### config.mk
export PLATFORM = sky130hd
export DESIGN_NAME = daisy_cmd_node
export DESIGN_NICKNAME = d
export VERILOG_FILES = /design/src/rtl/daisy_cmd_pkg.sv /design/src/rtl/daisy_cmd_sync.sv /design/src/rtl/daisy_cmd_shifter.sv /design/src/rtl/daisy_cmd_latch.sv /design/src/rtl/daisy_cmd_node.sv
export SDC_FILE = /design/constraint.sdc
export NUM_CORES = 1
export LEC_CHECK = 0
export BUFFER_PORTS_ARGS = -buffer_cell sky130_fd_sc_hd__buf_4
export CAP_MARGIN = 20
export CORE_ASPECT_RATIO = 1.2
export CORE_UTILIZATION = 45
export CTS_CLUSTER_DIAMETER = 120
export DETAILED_ROUTE_END_ITERATION = 10
export PLACE_DENSITY = 0.69
export REMOVE_ABC_BUFFERS = 1
export SYNTH_ARGS = -nofsm -noshare
export SYNTH_HDL_FRONTEND = slang
export SYNTH_SLANG_ARGS = --single-unit
### constraint.sdc
create_clock -name clk -period 4.4 [get_ports clk]
set_input_delay 0.22 -clock clk [delete_from_list [all_inputs] [get_ports clk]]
set_output_delay 0.22 -clock clk [all_outputs]
set_load 0.01 [all_outputs]
### src/rtl/daisy_cmd_pkg.sv
package daisy_cmd_pkg;

   // Order in which bits of a word travel on the serial lines.
   typedef enum logic {
      ORDER_MSB_FIRST = 1'b0,
      ORDER_LSB_FIRST = 1'b1
   } bit_order_e;

   // Indices of the synchronized serial pins.
   localparam int PIN_SCLK  = 0;
   localparam int PIN_CSN   = 1;
   localparam int PIN_SDI   = 2;
   localparam int PIN_COUNT = 3;

   // Idle level of each pin, used as the synchronizer reset value.
   localparam logic [PIN_COUNT-1:0] PIN_IDLE = 3'b010;

endpackage

### src/rtl/daisy_cmd_sync.sv
module daisy_cmd_sync #(
   parameter int   STAGES    = 2,
   parameter logic IDLE_LVL  = 1'b0
) (
   input  logic clk,
   input  logic rst_n,
   input  logic pin,
   output logic level,
   output logic rise,
   output logic fall
);

   if (STAGES < 2) begin : g_bad_stages
      $error("daisy_cmd_sync: STAGES must be at least 2");
   end

   logic [STAGES-1:0] stage_q;
   logic              prev_q;

   always_ff @(posedge clk or negedge rst_n) begin
      if (!rst_n) begin
         stage_q <= {STAGES{IDLE_LVL}};
         prev_q  <= IDLE_LVL;
      end else begin
         stage_q <= {stage_q[STAGES-2:0], pin};
         prev_q  <= stage_q[STAGES-1];
      end
   end

   assign level = stage_q[STAGES-1];
   assign rise  =  level & ~prev_q;
   assign fall  = ~level &  prev_q;

endmodule

### src/rtl/daisy_cmd_shifter.sv
module daisy_cmd_shifter
   import daisy_cmd_pkg::*;
#(
   parameter int         WORD_W = 16,
   parameter bit_order_e ORDER  = ORDER_MSB_FIRST
) (
   input  logic              clk,
   input  logic              rst_n,
   input  logic              shift_en,
   input  logic              launch_en,
   input  logic              din,
   output logic [WORD_W-1:0] word,
   output logic              dout_q
);

   localparam int TOP = WORD_W - 1;

   if (WORD_W < 2) begin : g_bad_width
      $error("daisy_cmd_shifter: WORD_W must be at least 2");
   end

   logic [WORD_W-1:0] word_q;
   logic [WORD_W-1:0] word_next;
   logic              far_bit;

   if (ORDER == ORDER_MSB_FIRST) begin : g_msb_first
      assign word_next = {word_q[TOP-1:0], din};
      assign far_bit   = word_q[TOP];
   end else begin : g_lsb_first
      assign word_next = {din, word_q[TOP:1]};
      assign far_bit   = word_q[0];
   end

   always_ff @(posedge clk or negedge rst_n) begin
      if (!rst_n) begin
         word_q <= '0;
      end else if (shift_en) begin
         word_q <= word_next;
      end
   end

   // Output bit is launched from the already-shifted word, so the
   // next device samples it on the following rising serial edge.
   always_ff @(posedge clk or negedge rst_n) begin
      if (!rst_n) begin
         dout_q <= 1'b0;
      end else if (launch_en) begin
         dout_q <= far_bit;
      end
   end

   assign word = word_q;

endmodule

### src/rtl/daisy_cmd_latch.sv
module daisy_cmd_latch #(
   parameter int WORD_W = 16
) (
   input  logic              clk,
   input  logic              rst_n,
   input  logic              commit,
   input  logic [WORD_W-1:0] word_in,
   output logic [WORD_W-1:0] cmd_q,
   output logic              exec_q
);

   always_ff @(posedge clk or negedge rst_n) begin
      if (!rst_n) begin
         cmd_q  <= '0;
         exec_q <= 1'b0;
      end else begin
         exec_q <= commit;
         if (commit) begin
            cmd_q <= word_in;
         end
      end
   end

endmodule

### src/rtl/daisy_cmd_node.sv
module daisy_cmd_node
   import daisy_cmd_pkg::*;
#(
   parameter int         WORD_W      = 16,
   parameter int         SYNC_STAGES = 2,
   parameter bit_order_e BIT_ORDER   = ORDER_MSB_FIRST
) (
   input  logic              clk,
   input  logic              rst_n,
   input  logic              spi_sclk,
   input  logic              spi_csn,
   input  logic              spi_sdi,
   output logic              spi_sdo,
   output logic              spi_sdo_en,
   output logic [WORD_W-1:0] cmd_word,
   output logic              cmd_exec
);

   logic [PIN_COUNT-1:0] pin_raw;
   logic [PIN_COUNT-1:0] pin_lvl;
   logic [PIN_COUNT-1:0] pin_rise;
   logic [PIN_COUNT-1:0] pin_fall;

   assign pin_raw[PIN_SCLK] = spi_sclk;
   assign pin_raw[PIN_CSN]  = spi_csn;
   assign pin_raw[PIN_SDI]  = spi_sdi;

   for (genvar p = 0; p < PIN_COUNT; p++) begin : g_pin
      daisy_cmd_sync #(
         .STAGES   (SYNC_STAGES),
         .IDLE_LVL (PIN_IDLE[p])
      ) u_sync (
         .clk   (clk),
         .rst_n (rst_n),
         .pin   (pin_raw[p]),
         .level (pin_lvl[p]),
         .rise  (pin_rise[p]),
         .fall  (pin_fall[p])
      );
   end

   logic sclk_lvl_unused;
   logic sdi_edges_unused;
   assign sclk_lvl_unused  = pin_lvl[PIN_SCLK];
   assign sdi_edges_unused = pin_rise[PIN_SDI] ^ pin_fall[PIN_SDI];

   logic              csn_lvl;
   logic              csn_rise;
   logic              sclk_rise;
   logic              selected;
   logic              shift_en;
   logic              launch_en;
   logic [WORD_W-1:0] shift_word;
   logic              dout_q;

   assign csn_lvl   = pin_lvl[PIN_CSN];
   assign csn_rise  = pin_rise[PIN_CSN];
   assign sclk_rise = pin_rise[PIN_SCLK];
   assign selected  = ~csn_lvl;
   assign shift_en  = sclk_rise & selected;
   assign launch_en = (pin_fall[PIN_SCLK] & selected) | pin_fall[PIN_CSN];

   daisy_cmd_shifter #(
      .WORD_W (WORD_W),
      .ORDER  (BIT_ORDER)
   ) u_shifter (
      .clk       (clk),
      .rst_n     (rst_n),
      .shift_en  (shift_en),
      .launch_en (launch_en),
      .din       (pin_lvl[PIN_SDI]),
      .word      (shift_word),
      .dout_q    (dout_q)
   );

   daisy_cmd_latch #(
      .WORD_W (WORD_W)
   ) u_latch (
      .clk     (clk),
      .rst_n   (rst_n),
      .commit  (csn_rise),
      .word_in (shift_word),
      .cmd_q   (cmd_word),
      .exec_q  (cmd_exec)
   );

   assign spi_sdo    = selected & dout_q;
   assign spi_sdo_en = selected;

endmodule

==> impl_results.md <==
* Outcome: completed
* Share of flip-flops with an asynchronous set or reset after synthesis at 100.0%
* Die extent in y at roughly 65 µm
* Total die area at between 3000 and 4000 µm²
* Largest net degree at the start of global routing at 43
* Number of global-route vias before repair at roughly 820
* Post-CTS clock slew at the launch and capture registers of the worst setup and hold paths at roughly 0.11 ns
* Static power due to leakage at just under 0.9 nW
* Number of remaining DRC errors at 0
* Maximum level of the CTS H-tree at 2
* Yosys warning count at 0
* CP max stage delay at approximately 0.66 ns
* Time the worst path needs with I/O delays and setup at roughly 1.6 ns
* ANT cells at 0
* Num CTS Buffers at 5
* Synth Area per Inst at about 18 µm²
* Post-synth top area cell: sky130_fd_sc_hd__dfrtp_1
* Master cell of the clock root buffer: sky130_fd_sc_hd__clkbuf_4
* Number of flops mapped to enable cells by yosys at 0
* Count of input and output buffers at 23
* Cell area after synthesis at about 1500 µm²
* Critical path class: reg2reg
* Clock Skews at between 0.006 and 0.007 ns
* Area growth from synthesis to layout at 19.35%
* GRT Residual Overflow at 0
* Setup TNS at 0 ns
* Cell area after layout at about 1800 µm²
* Element type at the critical path end: flop
* Total design power at ~0.86 mW
* Most used standard cells in the synthesized netlist: sky130_fd_sc_hd__dfrtp_1 (39), sky130_fd_sc_hd__mux2_2 (33), sky130_fd_sc_hd__dfstp_2 (3)
* Count of final hold-check violations at 0
* Initial detailed-routing violation count at 6
* Fraction of the yosys area taken by sequential cells at between 70% and 80%
* Final HPWL from detailed placement at 1299 µm
* Cell count after synthesis at 83
* Die outline width at between 50 and 60 µm
* Largest driver fanout on the critical path at 16
* Number of inserted filler cells in the final layout at between 200 and 300
* Number of vias in the routed layout at ~770
* Total of flip-flops plus latches after synthesis at 42
* TritonCTS clock tree: yes
* Final weighted congestion of routability-driven global placement at 0.6702
* Proportion of layout cells with a drive suffix above 1 at slightly above 60%
* Max Cap Viol at 0
* Cell with the most instances after synthesis: sky130_fd_sc_hd__dfrtp_1
* Total Routed Length at about 2100 µm
* Pwr per Cell Area at approximately 480 nW/µm²
* Cell type group with the largest total delay on the critical path: simple AND/OR/NAND/NOR gates
* Slowest-stage cell, CP: sky130_fd_sc_hd__nor3b_4
* Placed standard-cell area at between 1500 and 2000 µm²
* Number of buffers on the longest clock path at 2
* Top area cells in the synthesized netlist: sky130_fd_sc_hd__dfrtp_1 (65%), sky130_fd_sc_hd__mux2_2 (25%), sky130_fd_sc_hd__dfstp_2 (5.2%)
* Critical path required time at about 4.6 ns
* Via density at between 5 and 6
* Final setup violating endpoints at 0
* Sort of element at the start of the critical path: flop
* Class of the worst hold path: reg2reg
* RSZ-0062 raised after global routing: no
* Number of standard cells in the layout, taps in and fillers out at 152
* Initial antenna violation count at 0
* WP buf/inv at 0
* Number of nets in the finished design at 120
* GRT Overall Usage at 15.14%
* Combined area of the multi-input logic cells at roughly 420 µm²
* First-pass GRT wire length at ~3700 µm
* Period Utilization, post-route at 36.22%
* Achievable Freq at 627.5 MHz
* Post-Place Cells at 140
* Cell Rows at 22
* Worst slew margin relative to its limit at 48.95%
* Area of the core at 3110 µm²
* I/O pin cnt at 24
* Area of all sequential standard cells at 1055 µm²
* Worst vdd rail ir drop at between 0.3 and 0.4 mV
* ANT nets after route at 0
* Clock sink count at 42
* Wire per inst at approximately 14 µm
* Final number of max-transition violations at 0
* Number of setup buffers added after CTS at 0
* Area share of the largest cell type after synthesis at 64.78%
* Crit path arrival time at 1.83 ns
* Insertion delay of the later-clocked pin in the worst-skew pair at ~0.34 ns
* Measured slew at the worst slew-check pin at roughly 0.76 ns
* Cell Chain, Critical Path: nor3b_4 > mux2_2
* Cell variety after synth at 11
* Main flop type after synthesis: sky130_fd_sc_hd__dfrtp_1
* Starting Density at 48.43%
* Iteration count of the initial detailed-routing pass at 4
cells by family after synthesis:
logic type	count (synthesis)	share of synthesized area (%)
simple gates	4	2.990
flops	42	70.02
compound gates	1	0.3319
mux	33	24.67
buf+inv	3	1.993
cell type report:
type                       count  share of cell area, %
sequential                    42                  58.66
multi-input combinational     38                  23.45
timing repair buffer          27                  11.83
clock buffer                   7                  3.062
tap                           36                  2.505
clock inverter                 1                 0.2784
inverter                       1                 0.2088
routing by layer:
layer,track usage (%),up-vias,wire [µm]
met5,0,-,0
met4,6.731,0,45
met2,23.19,16,1104
li1,-,356,-
met3,6.250,7,98
met1,18.15,388,871
through the flow:
step | util [%] | setup WS (ns) | hold WS, ns
after CTS | 57.80 | 2.780 | 0.3643
after global routing | 57.80 | 2.716 | 0.3674
after global placement | 54.59 | 2.841 | 0.2192
after floorplan | - | 2.966 | -0.07559
after detailed placement | 54.59 | 2.814 | 0.2334
final | 57.80 | 2.806 | 0.3606
registers in the layout (all words and copies together) (netlist names):
| register | count |
|---|---|
| u_latch.exec_q | 1 |
| u_shifter.word | 16 |
| g_pin.u_sync.stage_q | 6 |
| u_latch.cmd_q | 16 |
| g_pin.u_sync.prev_q | 2 |
| u_shifter.dout_q | 1 |
final timing paths:
kind	from	endpoint	slack [ns]	cells after the start
worst max register to register	g_pin[1].u_sync.stage_q[1]$_DFF_PN1_	u_shifter.word[6]$_DFFE_PN0P_	2.81	2
min in group asynchronous	rst_n	u_latch.cmd_q[5]$_DFFE_PN0P_	0.38	2
max in group asynchronous	rst_n	g_pin[1].u_sync.prev_q$_DFF_PN1_	3.65	2
worst min register to register	g_pin[2].u_sync.stage_q[0]$_DFF_PN0_	g_pin[2].u_sync.stage_q[1]$_DFF_PN0_	0.36	0
worst max-delay path	g_pin[1].u_sync.stage_q[1]$_DFF_PN1_	u_shifter.word[6]$_DFFE_PN0P_	2.81	2
worst min-delay path	g_pin[2].u_sync.stage_q[0]$_DFF_PN0_	g_pin[2].u_sync.stage_q[1]$_DFF_PN0_	0.36	0
power breakdown:
part	switching [mW]	internal, mW
sequential	0.0442	0.461
clock	0.112	0.0775
combinational	0.0613	0.104
total	0.218	0.643
placed cells by master (no fill, tap or decap), drive strengths merged:
| cell | synthesis | routed |
|---|---|---|
| dfrtp | 39 | 39 |
| mux2 | 33 | 33 |
| buf | 2 | 23 |
| clkbuf | 0 | 7 |
| dlygate4sd3 | 0 | 4 |
| dfstp | 3 | 3 |
| and2b | 1 | 1 |
| inv | 1 | 1 |
| nor2 | 1 | 1 |
| nor3b | 1 | 1 |
| nor2b | 1 | 1 |
| o21ai | 1 | 1 |
| clkinv | 0 | 1 |
what timing repair did:
| item | CTS | global route |
|---|---|---|
| hold buffers | 4 | 0 |
| hold endpoints to repair | 42 | 0 |
| gates resized for setup | 0 | 0 |
| endpoints found under the setup margin | 0 | 0 |
Power figures use the tool's default switching activity.
